## config.mk

```make
export PLATFORM = sky130hd
export DESIGN_NAME = tctx_presenter
export DESIGN_NICKNAME = d
export VERILOG_FILES = /design/src/rtl/tctx_pkg.sv /design/src/rtl/tctx_prio_enc.sv /design/src/rtl/tctx_acc_decode.sv /design/src/rtl/tctx_ctx_regs.sv /design/src/rtl/tctx_presenter.sv
export SDC_FILE = /design/constraint.sdc
export NUM_CORES = 1
export LEC_CHECK = 0
export ABC_AREA = 1
export BUFFER_PORTS_ARGS = -buffer_cell sky130_fd_sc_hd__buf_2
export CORE_AREA = 2 2 58 60
export CTS_BUF_LIST = sky130_fd_sc_hd__clkbuf_16
export DETAILED_ROUTE_END_ITERATION = 8
export DIE_AREA = 0 0 60 62
export PLACE_DENSITY_LB_ADDON = 0.1
export REMOVE_ABC_BUFFERS = 1
export SYNTH_ARGS = -nofsm -noshare
export SYNTH_HDL_FRONTEND = slang
export SYNTH_HIERARCHICAL = 1
export SYNTH_SLANG_ARGS = --single-unit
```

## constraint.sdc

```tcl
create_clock -name clk -period 2.5 [get_ports clk]
set_input_delay 0.25 -clock clk [delete_from_list [all_inputs] [get_ports clk]]
set_output_delay 0.25 -clock clk [all_outputs]
set_load 0.02 [all_outputs]
```

## src/rtl/tctx_pkg.sv

```systemverilog
package tctx_pkg;

    localparam int PRIO_LEVELS = 8;
    localparam int PRIO_W      = $clog2(PRIO_LEVELS);
    localparam int REG_W       = 8;
    localparam int VIEW_W      = 2;
    localparam int OFF_W       = 4;
    localparam int ADDR_W      = VIEW_W + OFF_W;
    localparam int RDATA_W     = 2 * REG_W;
    localparam int NSR_EXC_BIT = REG_W - 1;

    localparam logic [REG_W-1:0] PRIO_NONE = {REG_W{1'b1}};
    localparam logic [REG_W-1:0] NSR_EXC   = REG_W'(1) << NSR_EXC_BIT;

    typedef enum logic [VIEW_W-1:0] {
        VIEW_PHYS = 2'd0,
        VIEW_HYP  = 2'd1,
        VIEW_OS   = 2'd2,
        VIEW_USER = 2'd3
    } view_e;

    localparam logic [OFF_W-1:0] OFF_NSR  = 4'd0;
    localparam logic [OFF_W-1:0] OFF_CPPR = 4'd1;
    localparam logic [OFF_W-1:0] OFF_IPB  = 4'd2;
    localparam logic [OFF_W-1:0] OFF_PIPR = 4'd3;
    localparam logic [OFF_W-1:0] OFF_ACK  = 4'd4;

    typedef struct packed {
        logic             rd;
        logic             cppr_wr;
        logic             ack_req;
        logic [OFF_W-1:0] off;
    } acc_op_t;

    function automatic logic [REG_W-1:0] prio_mask(input logic [PRIO_W-1:0] p);
        return REG_W'(1) << (PRIO_LEVELS - 1 - int'(p));
    endfunction

endpackage

```

## src/rtl/tctx_prio_enc.sv

```systemverilog
module tctx_prio_enc
    import tctx_pkg::*;
(
    input  logic [PRIO_LEVELS-1:0] ipb,
    output logic [PRIO_W-1:0]      lvl,
    output logic                   any
);
    logic [PRIO_LEVELS-1:0] by_prio;

    genvar g;
    for (g = 0; g < PRIO_LEVELS; g++) begin : g_remap
        assign by_prio[g] = ipb[PRIO_LEVELS-1-g];
    end

    always_comb begin
        lvl = '0;
        for (int p = PRIO_LEVELS - 1; p >= 0; p--) begin
            if (by_prio[p]) lvl = PRIO_W'(p);
        end
    end

    assign any = |ipb;
endmodule

```

## src/rtl/tctx_acc_decode.sv

```systemverilog
module tctx_acc_decode
    import tctx_pkg::*;
(
    input  logic              acc_valid,
    input  logic              acc_write,
    input  logic [ADDR_W-1:0] acc_addr,
    output acc_op_t           op
);
    view_e view;
    logic  priv;

    assign view = view_e'(acc_addr[ADDR_W-1 -: VIEW_W]);
    assign priv = (view != VIEW_USER);

    always_comb begin
        op.off     = acc_addr[OFF_W-1:0];
        op.rd      = acc_valid & ~acc_write;
        op.cppr_wr = acc_valid & acc_write & priv & (op.off == OFF_CPPR);
        op.ack_req = acc_valid & ~acc_write & priv & (op.off == OFF_ACK);
    end
endmodule

```

## src/rtl/tctx_ctx_regs.sv

```systemverilog
module tctx_ctx_regs
    import tctx_pkg::*;
#(
    parameter logic [REG_W-1:0] CPPR_RESET = '0
) (
    input  logic              clk,
    input  logic              rst,
    input  acc_op_t           op,
    input  logic [REG_W-1:0]  wdata,
    input  logic              ntf_valid,
    input  logic              ntf_os_path,
    input  logic [PRIO_W-1:0] ntf_prio,
    input  logic [PRIO_W-1:0] cur_lvl,
    input  logic              cur_any,
    output logic [REG_W-1:0]  ipb_q,
    output logic [REG_W-1:0]  cppr_q,
    output logic [REG_W-1:0]  nsr_q,
    output logic              ack_fire
);
    logic              ntf_accept;
    logic [REG_W-1:0]  ipb_d, cppr_d, nsr_d;
    logic [PRIO_W-1:0] nxt_lvl;
    logic              nxt_any;

    assign ack_fire   = op.ack_req & cur_any;
    assign ntf_accept = ntf_valid &
                        ~(ntf_os_path & (ntf_prio == PRIO_W'(PRIO_LEVELS - 1)));

    always_comb begin
        ipb_d = ipb_q;
        if (ack_fire)   ipb_d = ipb_d & ~prio_mask(cur_lvl);
        if (ntf_accept) ipb_d = ipb_d | prio_mask(ntf_prio);
    end

    always_comb begin
        cppr_d = cppr_q;
        if (ack_fire)   cppr_d = REG_W'(cur_lvl);
        if (op.cppr_wr) cppr_d = wdata;
    end

    tctx_prio_enc u_next_enc (
        .ipb (ipb_d),
        .lvl (nxt_lvl),
        .any (nxt_any)
    );

    assign nsr_d = (nxt_any && (REG_W'(nxt_lvl) < cppr_d)) ? NSR_EXC : '0;

    always_ff @(posedge clk) begin
        if (rst) begin
            ipb_q  <= '0;
            cppr_q <= CPPR_RESET;
            nsr_q  <= '0;
        end else begin
            ipb_q  <= ipb_d;
            cppr_q <= cppr_d;
            nsr_q  <= nsr_d;
        end
    end
endmodule

```

## src/rtl/tctx_presenter.sv

```systemverilog
module tctx_presenter
    import tctx_pkg::*;
#(
    parameter logic [REG_W-1:0] CPPR_RESET = '0
) (
    input  logic               clk,
    input  logic               rst,
    input  logic               ntf_valid,
    input  logic               ntf_os_path,
    input  logic [PRIO_W-1:0]  ntf_prio,
    input  logic               acc_valid,
    input  logic               acc_write,
    input  logic [ADDR_W-1:0]  acc_addr,
    input  logic [REG_W-1:0]   acc_wdata,
    output logic [RDATA_W-1:0] acc_rdata,
    output logic               irq_out
);
    acc_op_t           op;
    logic [REG_W-1:0]  ipb_q, cppr_q, nsr_q, pipr;
    logic [PRIO_W-1:0] cur_lvl;
    logic              cur_any;
    logic              ack_fire;

    tctx_acc_decode u_dec (
        .acc_valid (acc_valid),
        .acc_write (acc_write),
        .acc_addr  (acc_addr),
        .op        (op)
    );

    tctx_prio_enc u_cur_enc (
        .ipb (ipb_q),
        .lvl (cur_lvl),
        .any (cur_any)
    );

    assign pipr = cur_any ? REG_W'(cur_lvl) : PRIO_NONE;

    tctx_ctx_regs #(.CPPR_RESET(CPPR_RESET)) u_regs (
        .clk         (clk),
        .rst         (rst),
        .op          (op),
        .wdata       (acc_wdata),
        .ntf_valid   (ntf_valid),
        .ntf_os_path (ntf_os_path),
        .ntf_prio    (ntf_prio),
        .cur_lvl     (cur_lvl),
        .cur_any     (cur_any),
        .ipb_q       (ipb_q),
        .cppr_q      (cppr_q),
        .nsr_q       (nsr_q),
        .ack_fire    (ack_fire)
    );

    always_comb begin
        acc_rdata = '0;
        if (op.rd) begin
            case (op.off)
                OFF_NSR:  acc_rdata = RDATA_W'(nsr_q);
                OFF_CPPR: acc_rdata = RDATA_W'(cppr_q);
                OFF_IPB:  acc_rdata = RDATA_W'(ipb_q);
                OFF_PIPR: acc_rdata = RDATA_W'(pipr);
                OFF_ACK:  acc_rdata = {nsr_q, pipr};
                default:  acc_rdata = '0;
            endcase
        end
    end

    assign irq_out = nsr_q[NSR_EXC_BIT];
endmodule

```

==> results.py, run 1 <==
metrics = {
    "synthesis": {
        "synth_seq_cells": 17,
        "synth_top_area_cell": "dfxtp_1",
        "synth-xor-area-share_pct": 0,
        "syn-cell-area_um2": 1630,
        "ys_types": 23,
        "synthTopCellsByArea": "dfxtp_1 21%, nand3_1 15%, nand2_1 13%",
        "yosys-top-cells-count": "57 x nand2_1, 50 x nand3_1, 48 x nor2_1, 47 x inv_1",
        "synthCells": 292,
        "synth_compound_area_share_pct": 9.363,
        "yosysMostFrequentCell": "nand2_1",
        "synthMuxAreaShare_pct": 0,
        "yosysSeqAreaShare_pct": 20.87,
        "synth_top_family_by_area": "simple AND/OR/NAND/NOR gates",
        "synthSimpleGateAreaFrac_pct": 48.81,
        "yosys_warnings": 6,
        "synthFlopType": "dfxtp_1",
        "synth_top_area_share_pct": 20.87,
        "async_reset_ff_share_pct": 0,
        "synth-adder-area-share_pct": 1.535,
        "avgSynthCellArea_um2": 5.583,
        "synth_edf_count": 0,
    },
    "clocking": {
        "cts.sinks": 17,
        "cts-root-buf": "clkbuf_16",
        "clk_latency_ps": 240,
        "cts_tree": "yes",
        "cts_hold_buffers": 0,
        "cts_made_buffers": 3,
        "clkTransAtPathRegs_ps": 50,
        "htreeDepth": 1,
        "cts_buffer_depth": 2,
    },
    "sta": {
        "slew_violations": 0,
        "clock_skew_ps": 1.163,
        "setup_ws_ps": 118.4,
        "post-route-period-util_pct": 95.27,
        "layout_min_cycle_time_ps": 2382,
        "setup_viol": 0,
        "whs_ps": 254.7,
        "fmax_mhz": 419.9,
        "rsz0062_at_grt": "yes",
        "hold_violations": 0,
    },
    "drt": {
        "wl_mm": 3.987,
        "postRouteAntennaNets": 0,
        "routed-via-count": 1803,
        "drt_iter0_drc": 176,
        "drcViolationCount": 0,
        "wl_per_cell_um": 10.66,
        "first_pass_iters": 4,
        "drt-vias-per-instance": 4.821,
    },
    "setup_path": {
        "critPathRequiredTime_ps": 2680,
        "slowest_stage": "dfxtp_2",
        "worstSetupPathType": "reg2reg",
        "cp-end-kind": "flop",
        "max_stage_delay_ps": 330,
        "path_cells": "or2_1, nor3_2, nand2_1, nand2_2, inv_2, nand2_4, o21ai_2, nand2_1, or2_1, nand3_1, a31oi_1, ha_1, nand2_1, nand2_1, nand2_1, nand2_1, a21oi_1",
        "startpoint_type": "flop",
        "worst-path-max-fanout": 5,
        "crit_path_frequent_cell": "nand2_1",
        "arrival_ps": 2560,
    },
    "layout": {
        "fill_cells": 320,
        "antenna_cells": 0,
        "nets": 354,
        "drive_gt1_share_pct": 22.56,
        "fin_cells": 374,
        "syn2layout_area_growth_pct": 19.42,
    },
    "global_route": {
        "grt_pass1_vias": 1480,
        "grt_usage_pct": 22.78,
        "grt_pass1_wl_mm": 6.375,
        "grt_max_degree": 20,
        "antenna_found_initial": 0,
        "overflow": 0,
    },
    "die": {
        "num_rows": 21,
        "start_util_pct": 51.28,
        "design.die.area_um2": 3720,
        "die_h_um": 62,
        "die_x_um": 60,
        "ioPinCount": 40,
        "core_um2": 3179,
    },
    "pwr": {
        "peakVddDrop_v": 0.0004375,
        "leakage_uw": 0.001025,
        "powerDensity_nw_per_um2": 415.1,
    },
    "place": {
        "gp_congestion": 0.8925,
        "io_buffers": 32,
        "pre_cts_ws_ps": -37.35,
        "dp_hpwl_mm": 3.223,
        "dpl.cell_count": 365,
    },
    "flow_run": {
        "cap_violations": 0,
    },
    "run_status": {
        "status": "finished clean",
    },
    "worst_hold_path": {
        "hold_path_class": "in2reg",
    },
}
## critical path: cells and delay by family (launching register included)
| family | cells | cell delay [ps] |
|---|---|---|
| AO/OA/AOI/OAI | 3 | 320 |
| adder cells (fa/ha/maj) | 1 | 240 |
| flip-flops | 1 | 330 |
| buffers and inverters | 1 | 60 |
| AND/OR/NAND/NOR | 12 | 1340 |
## flip-flops by register name (all words and copies together) (netlist names)
| register | count |
|---|---|
| u_regs/ipb_q | 8 |
| u_regs/nsr_q | 1 |
| u_regs/cppr_q | 8 |
## metrics by stage
| stage | power, uW | area [um^2] | setup TNS, ps | utilization [%] |
|---|---|---|---|---|
| finish | 808.1 | 1947 | 0 | 61.24 |
| global route | 858.2 | 1947 | -49.32 | 61.24 |
| CTS | 800.5 | 1867 | 0 | 58.72 |
| detailed placement | 485.8 | 1787 | -37.35 | 56.20 |
| global placement | 485.2 | 1787 | -40.49 | 56.20 |
| floorplan | 418.1 | 1524 | 0 | - |
## placed cells by master, fill, tap and decap left out, types with 3 or more instances in the layout
cell       synthesis  routed
a21oi_1           17      16
buf_2              1      32
buf_4             11      11
clkbuf_16          0       3
conb_1             1       7
dfxtp_1           17      15
inv_1             47      47
nand2_1           57      55
nand3_1           50      50
nand4_1            5       5
nor2_1            48      47
nor2_2             6       7
o21ai_0           11       3
o21ai_1            0       4
o21ai_2            0       4
## area by class of cell
type / instances / area, um^2 / share of cell area (%)
well taps: 46 / 57.56 / 2.956
clock buffers: 3 / 75.07 / 3.856
inverters: 49 / 183.9 / 9.447
multi-input cells: 215 / 1040 / 53.41
clock inverters: 1 / 5.005 / 0.2571
flip-flops and latches: 17 / 342.8 / 17.61
repair buffers: 43 / 242.7 / 12.47
## metal layers
layer,share of wire [%],routed length (um),vias to the layer above,global-route usage (%)
li1,-,-,983,-
met1,46,1828,766,28.75
met2,48,1909,48,40.37
met3,4.3,170,6,1.863
met4,2.0,78,0,8.889
met5,0,0,-,0
## final timing paths
| check | to | slack [ps] | start | cells past startpoint |
|---|---|---|---|---|
| setup / recovery | u_regs/nsr_q[7] | 120 | u_regs/ipb_q[1] | 17 |
| hold / removal | u_regs/cppr_q[4] | 250 | acc_wdata[4] | 3 |
| setup reg to reg | u_regs/nsr_q[7] | 120 | u_regs/ipb_q[1] | 17 |
| hold reg to reg | u_regs/ipb_q[6] | 520 | u_regs/ipb_q[6] | 2 |
## cells by family (layout without fill, tap and decap cells)
family,count (synthesis),after routing
compound gates,30,30
buf+inv,66,96
other cells,1,7
fa+ha+maj,2,2
simple gates,176,176
flops,17,17
## power by group
group | leakage [uW] | total [uW] | switching (uW) | internal, uW
Combinational | 0.000845 | 206 | 132 | 74.1
Sequential | 0.000139 | 286 | 7.13 | 279
Clock | 0.0000409 | 315 | 102 | 214
Total | 0.00102 | 808 | 241 | 567
## repair_timing
action | 4_1_cts | 5_1_grt
gates resized for setup | 0 | 21
setup buffers | 0 | 5
setup endpoints to repair | 0 | 1
Power figures use the tool's default switching activity.
==> inputs of run 2 (changes only) <==
--- a/config.mk
+++ b/config.mk
@@ -5,12 +5,12 @@
 export SDC_FILE = /design/constraint.sdc
 export NUM_CORES = 1
 export LEC_CHECK = 0
-export ABC_AREA = 1
+export ABC_AREA = 0
 export BUFFER_PORTS_ARGS = -buffer_cell sky130_fd_sc_hd__buf_2
-export CORE_AREA = 2 2 58 60
+export CORE_AREA = 2 2 57 59
 export CTS_BUF_LIST = sky130_fd_sc_hd__clkbuf_16
 export DETAILED_ROUTE_END_ITERATION = 8
-export DIE_AREA = 0 0 60 62
+export DIE_AREA = 0 0 59 61
 export PLACE_DENSITY_LB_ADDON = 0.1
 export REMOVE_ABC_BUFFERS = 1
 export SYNTH_ARGS = -nofsm -noshare
==> run 2 against run 1 <==
  * Clock power up 2%
  * Core utilization is 22 points higher
  * Non-clock buffer count is 50 higher
  * Highest routed layer unchanged
  * The run now ends with setup timing left
  * Cell count down 19%
  * Fmax is 17% lower
  * Worst hold slack better by 2.6 ps
  * Sequential share of layout area down 2.7 points
  * Clock-buffer cell count did not move
  * Critical path type unchanged
  * Power grew 16%
  * Global-route usage increased by 7.3 points
  * Clock skew hardly changed
  * First-iteration DRC count decreased by 14%
==> results.py, run 2 <==
metrics = {
    "run_status": {
        "status": "complete, but fails checks",
        "violations": "setup timing",
    },
    "global_route": {
        "grt_pass1_wl_mm": 7.969,
        "grt_pass1_vias": 1676,
        "grt_max_degree": 14,
        "grt_usage_pct": 30.04,
        "overflow": 0,
        "antenna_found_initial": 0,
    },
    "setup_path": {
        "critPathRequiredTime_ps": 2700,
        "worst-path-max-fanout": 5,
        "worstSetupPathType": "reg2reg",
        "r2r_setup_slack_ps": -390,
        "startpoint_type": "flop",
        "arrival_ps": 3080,
        "cp-end-kind": "flop",
    },
    "clocking": {
        "clkTransAtPathRegs_ps": 50,
        "cts_made_buffers": 3,
        "cts.sinks": 17,
        "cts_buffer_depth": 2,
        "clk_latency_ps": 250,
        "htreeDepth": 1,
        "cts_tree": "yes",
        "cts-root-buf": "clkbuf_16",
    },
    "sta": {
        "whs_ps": 257.3,
        "slew_violations": 0,
        "rsz0062_at_grt": "yes",
        "hold_violations": 0,
        "post-route-period-util_pct": 115.4,
        "layout_min_cycle_time_ps": 2885,
        "maxSlewHeadroom_pct": 64.90,
        "setup_ws_ps": -385.4,
        "clock_skew_ps": 1.391,
        "fmax_mhz": 346.6,
        "setup_viol": 1,
        "worst_pin_slew_ps": 523.7,
    },
    "worst_hold_path": {
        "hold_path_class": "in2reg",
    },
    "synthesis": {
        "synthCells": 182,
        "avgSynthCellArea_um2": 8.147,
        "yosys_warnings": 6,
        "syn-cell-area_um2": 1483,
    },
    "layout": {
        "multi_input_area_um2": 1303,
        "final_common_cell": "buf_4",
        "final_cell_mix": "55 x buf_4, 32 x buf_2, 16 x and2_1",
        "nets": 295,
        "fill_cells": 171,
        "final_util_pct": 83.14,
        "antenna_cells": 0,
        "seqCellArea_um2": 365.4,
        "drive_gt1_share_pct": 59.11,
        "reg.largest.list": "u_regs/cppr_q: 8 flops, u_regs/ipb_q: 8 flops, u_regs/nsr_q: 1 flops",
        "syn2layout_area_growth_pct": 65.57,
    },
    "die": {
        "ioPinCount": 40,
        "start_util_pct": 50.21,
        "num_rows": 20,
        "die_h_um": 61,
        "die_x_um": 59,
        "core_um2": 2953,
        "design.die.area_um2": 3599,
    },
    "place": {
        "pre_cts_ws_ps": -577.8,
        "gp_congestion": 0.9093,
        "dp_hpwl_mm": 3.323,
        "io_buffers": 32,
    },
    "pwr": {
        "seqPwrFrac_pct": 30.7,
        "powerDensity_nw_per_um2": 382.0,
        "switching_power_uw": 282.7,
        "leakage_uw": 0.001079,
        "peakVddDrop_v": 0.0003656,
        "internal_power_uw": 654.9,
        "switching_share_pct": 30.15,
        "power.share.clock_pct": 34.3,
        "p_comb_share_pct": 35.1,
    },
    "drt": {
        "routed-via-count": 1854,
        "drt_iter0_drc": 152,
        "wl_per_cell_um": 19.25,
        "wl_mm": 5.813,
        "drcViolationCount": 0,
        "drt-vias-per-instance": 6.139,
        "first_pass_iters": 4,
        "postRouteAntennaNets": 0,
    },
    "flow_run": {
        "cap_violations": 0,
    },
}
[run 2: changes by cell type in the layout (fill, tap and decap cells not counted), moves of 6 or more]
cell / previous run / this run
inv_1: 47 / 7
dfxtp_4: 0 / 6
nand2_1: 55 / 8
buf_6: 0 / 6
mux2_2: 0 / 9
buf_4: 11 / 55
a22oi_1: 0 / 9
dfxtp_1: 15 / 9
nand3_1: 50 / 3
and2_1: 0 / 16
nor2_1: 47 / 5
[run 2: routing by layer]
metal	global-route usage, %	vias up	part of all wire [%]
met5	0	-	0
met2	54.92	109	50
met1	32.56	863	36
li1	-	846	-
met4	17.21	0	6.4
met3	5.330	36	7.4
[run 2: what timing repair did]
action | CTS | global route
pin swaps | 16 | 16
setup endpoints to repair | 1 | 1
buffers inserted | 19 | 10
gates resized for setup | 48 | 35
hold buffers | 0 | 0
[run 2: worst paths after layout]
path,start,cells after the start,endpoint
worst max-delay path,u_regs/ipb_q[3],11,u_regs/nsr_q[7]
worst min-delay path,acc_wdata[4],3,u_regs/cppr_q[4]
worst max register to register,u_regs/ipb_q[3],11,u_regs/nsr_q[7]
worst min register to register,u_regs/cppr_q[5],2,u_regs/cppr_q[5]
[run 2: final cells by class]
type	instances	share of cell area, %
repair buffers	93	26.10
inverters	7	1.070
multi-input cells	148	53.06
clock buffers	3	3.058
clock inverters	1	0.1529
well taps	33	1.682
flip-flops and latches	17	14.88
[run 2: per-stage QoR]
step                std cells  instance area, um^2  power, uW  setup TNS [ps]
floorplan                 172                 1388      392.7          -483.5
detailed placement        271                 1844      495.7          -577.8
global placement          271                 1844      488.6          -445.7
finish                    302                 2455      937.7          -385.4
CTS                       294                 2222      868.5          -270.6
global route              302                 2455      973.4          -430.1
[run 2: power groups by stage]
stage                     sequential, uW  clock [uW]  combinational [uW]
final                                287         322                 329
after global routing                 288         335                 350
after CTS                            287         314                 268
after detailed placement             292           0                 204
after global placement               292           0                 197
after floorplan                      292           0                 100
[run 2: worst max-delay path: stages (launching register included)]
cell      delay, ps
dfxtp_4         380
o41ai_4         490
nand2_2         150
buf_6           150
o31ai_4         300
o21ai_2         140
nor2_2          190
a21boi_2         80
ha_2            190
or4_1           500
nor2_1          100
o311a_1         160
==> inputs of run 3 (changes only) <==
--- a/config.mk
+++ b/config.mk
@@ -11,6 +11,7 @@
 export CTS_BUF_LIST = sky130_fd_sc_hd__clkbuf_16
 export DETAILED_ROUTE_END_ITERATION = 8
 export DIE_AREA = 0 0 59 61
+export MAX_ROUTING_LAYER = met4
 export PLACE_DENSITY_LB_ADDON = 0.1
 export REMOVE_ABC_BUFFERS = 1
 export SYNTH_ARGS = -nofsm -noshare
==> run 3 against run 2 <==
  * The run still ends with setup timing left
  * Global-route usage down 3.3 points
  * Non-clock buffer count fell by 22
  * Sequential share of layout area is 1.3 points higher
  * Combinational power shrank 19%
  * Flip-flop and latch count is the same
  * Via count down 13%
  * Design area down 10%
  * Power is 5.8% lower
  * Worst hold slack worse by 4.2 ps
  * Largest power group is now the clock network
  * Register-to-register slack better by 70 ps
  * Cell count shrank 7.3%
==> results.py, run 3 (synthesized netlist as in run 2, its figures left out) <==
metrics = {
    "sta": {
        "whs_ps": 253.1,
        "setup_ws_ps": -316.7,
        "rsz0062_at_grt": "yes",
        "setup_viol": 1,
        "slew_violations": 0,
        "fmax_mhz": 355.0,
        "worst_pin_slew_ps": 534.2,
        "clock_skew_ps": 5.135,
        "layout_min_cycle_time_ps": 2817,
        "hold_violations": 0,
        "post-route-period-util_pct": 112.7,
        "maxSlewHeadroom_pct": 64.19,
    },
    "place": {
        "gp_congestion": 1.013,
        "dpl.cell_count": 268,
        "io_buffers": 32,
        "placed_cell_area_um2": 1822,
        "dp_hpwl_mm": 3.190,
    },
    "setup_path": {
        "worst-path-max-fanout": 6,
        "cp-end-kind": "flop",
        "worstSetupPathType": "reg2reg",
        "critPathRequiredTime_ps": 2640,
        "arrival_ps": 2960,
        "r2r_cells": 13,
        "startpoint_type": "flop",
        "path_cells": "nor2b_2, o21bai_4, o41ai_4, buf_6, buf_6, o31ai_4, o31ai_4, nor4_4, and3b_2, ha_4, o21a_1, o21ai_1, o311a_1",
        "max_stage_delay_ps": 360,
        "slowest_stage": "dfxtp_4",
    },
    "die": {
        "core_um2": 2953,
        "num_rows": 20,
        "start_util_pct": 50.21,
        "ioPinCount": 40,
        "die_h_um": 61,
        "design.die.area_um2": 3599,
        "die_x_um": 59,
    },
    "clocking": {
        "cts_buffer_depth": 2,
        "cts_tree": "yes",
        "cts-root-buf": "clkbuf_16",
        "cts_hold_buffers": 0,
        "cts_made_buffers": 3,
        "clkTransAtPathRegs_ps": 60,
        "cts.sinks": 17,
        "clk_latency_ps": 250,
        "htreeDepth": 1,
    },
    "layout": {
        "finish.instance_area_um2": 2205,
        "syn2layout_area_growth_pct": 48.69,
        "multi_input_area_um2": 1240,
        "reg.largest.list": "u_regs/cppr_q: 8 flops, u_regs/ipb_q: 8 flops, u_regs/nsr_q: 1 flops",
        "final_cell_mix": "37 x buf_4, 32 x buf_2, 16 x and2_1",
        "drive_gt1_share_pct": 51.82,
        "seqCellArea_um2": 357.8,
        "antenna_cells": 0,
        "fill_cells": 217,
        "fin_cells": 280,
        "nets": 273,
        "final_common_cell": "buf_4",
    },
    "run_status": {
        "violations": "setup timing",
        "status": "complete, but fails checks",
    },
    "drt": {
        "wl_per_cell_um": 16.46,
        "m1WireLength_mm": 1.904,
        "met3_length_um": 189,
        "wl_met2_mm": 2.426,
        "routed-via-count": 1610,
        "routed.top_layer": "met4",
        "postRouteAntennaNets": 0,
        "wl_mm": 4.609,
        "first_pass_iters": 4,
        "drcViolationCount": 0,
        "drt_iter0_drc": 85,
        "drt-vias-per-instance": 5.750,
    },
    "worst_hold_path": {
        "hold_depth": 3,
        "hold_path_class": "in2reg",
    },
    "global_route": {
        "grt_pass1_wl_mm": 7.024,
        "grt_max_degree": 14,
        "grt_pass1_vias": 1559,
        "antenna_found_initial": 0,
        "overflow": 0,
        "grt_usage_pct": 26.71,
    },
    "pwr": {
        "peakVddDrop_v": 0.0003240,
        "powerDensity_nw_per_um2": 400.7,
        "leakage_uw": 0.0009389,
    },
    "flow_run": {
        "cap_violations": 0,
    },
}
run 3: cell count changes in the layout (fill, tap and decap cells not counted), sizes merged:
cell / change
buf: -22
run 3: power by group:
group          internal, uW  switching, uW
clock network           213            115
registers               277           12.2
logic                   132            134
run 3: layer usage:
layer  global-route usage (%)  vias to the layer above
met1                    29.90                      749
li1                         -                      796
met2                    47.62                       54
met4                    10.06                        0
met3                    4.264                       11
met5                        -                        -
run 3: path summary, 6_finish.rpt:
path / startpoint / end / slack [ps]
worst max-delay path: u_regs/ipb_q[4] / u_regs/nsr_q[7] / -320
worst min-delay path: acc_wdata[5] / u_regs/cppr_q[5] / 250
worst max register to register: u_regs/ipb_q[4] / u_regs/nsr_q[7] / -320
worst min register to register: u_regs/cppr_q[6] / u_regs/cppr_q[6] / 500
run 3: cell type report:
type	count	share of cell area, %
clock buffer	3	3.405
clock inverter	1	0.1703
inverter	7	1.192
multi-input combinational	148	56.24
sequential	17	16.23
tap	33	1.873
timing repair buffer	71	20.89
run 3: per-stage QoR:
step                util (%)  setup slack [ps]  TNS, ps  total power (uW)
finish                 74.66            -316.7   -316.7             883.4
global route           74.66            -443.2   -443.2             924.6
CTS                    69.92            -289.8   -289.8             841.3
detailed placement     61.69            -552.1   -552.1             490.0
global placement       61.69            -463.9   -463.9             483.7
floorplan                  -            -483.5   -483.5             392.7
run 3: what timing repair did:
action | 4_1_cts | 5_1_grt
buffers inserted | 5 | 3
endpoints found under the setup margin | 1 | 1
cloned | 0 | 0
pin swaps | 9 | 9
resized for setup | 35 | 28
run 3: critical path, delay by kind of cell (launching register included):
family,cells,cell delay [ps]
and+or+nand+nor,3,670
adders and majority gates,1,250
buffers and inverters,2,260
DFF,1,360
AOI/OAI and AO/OA,7,1160
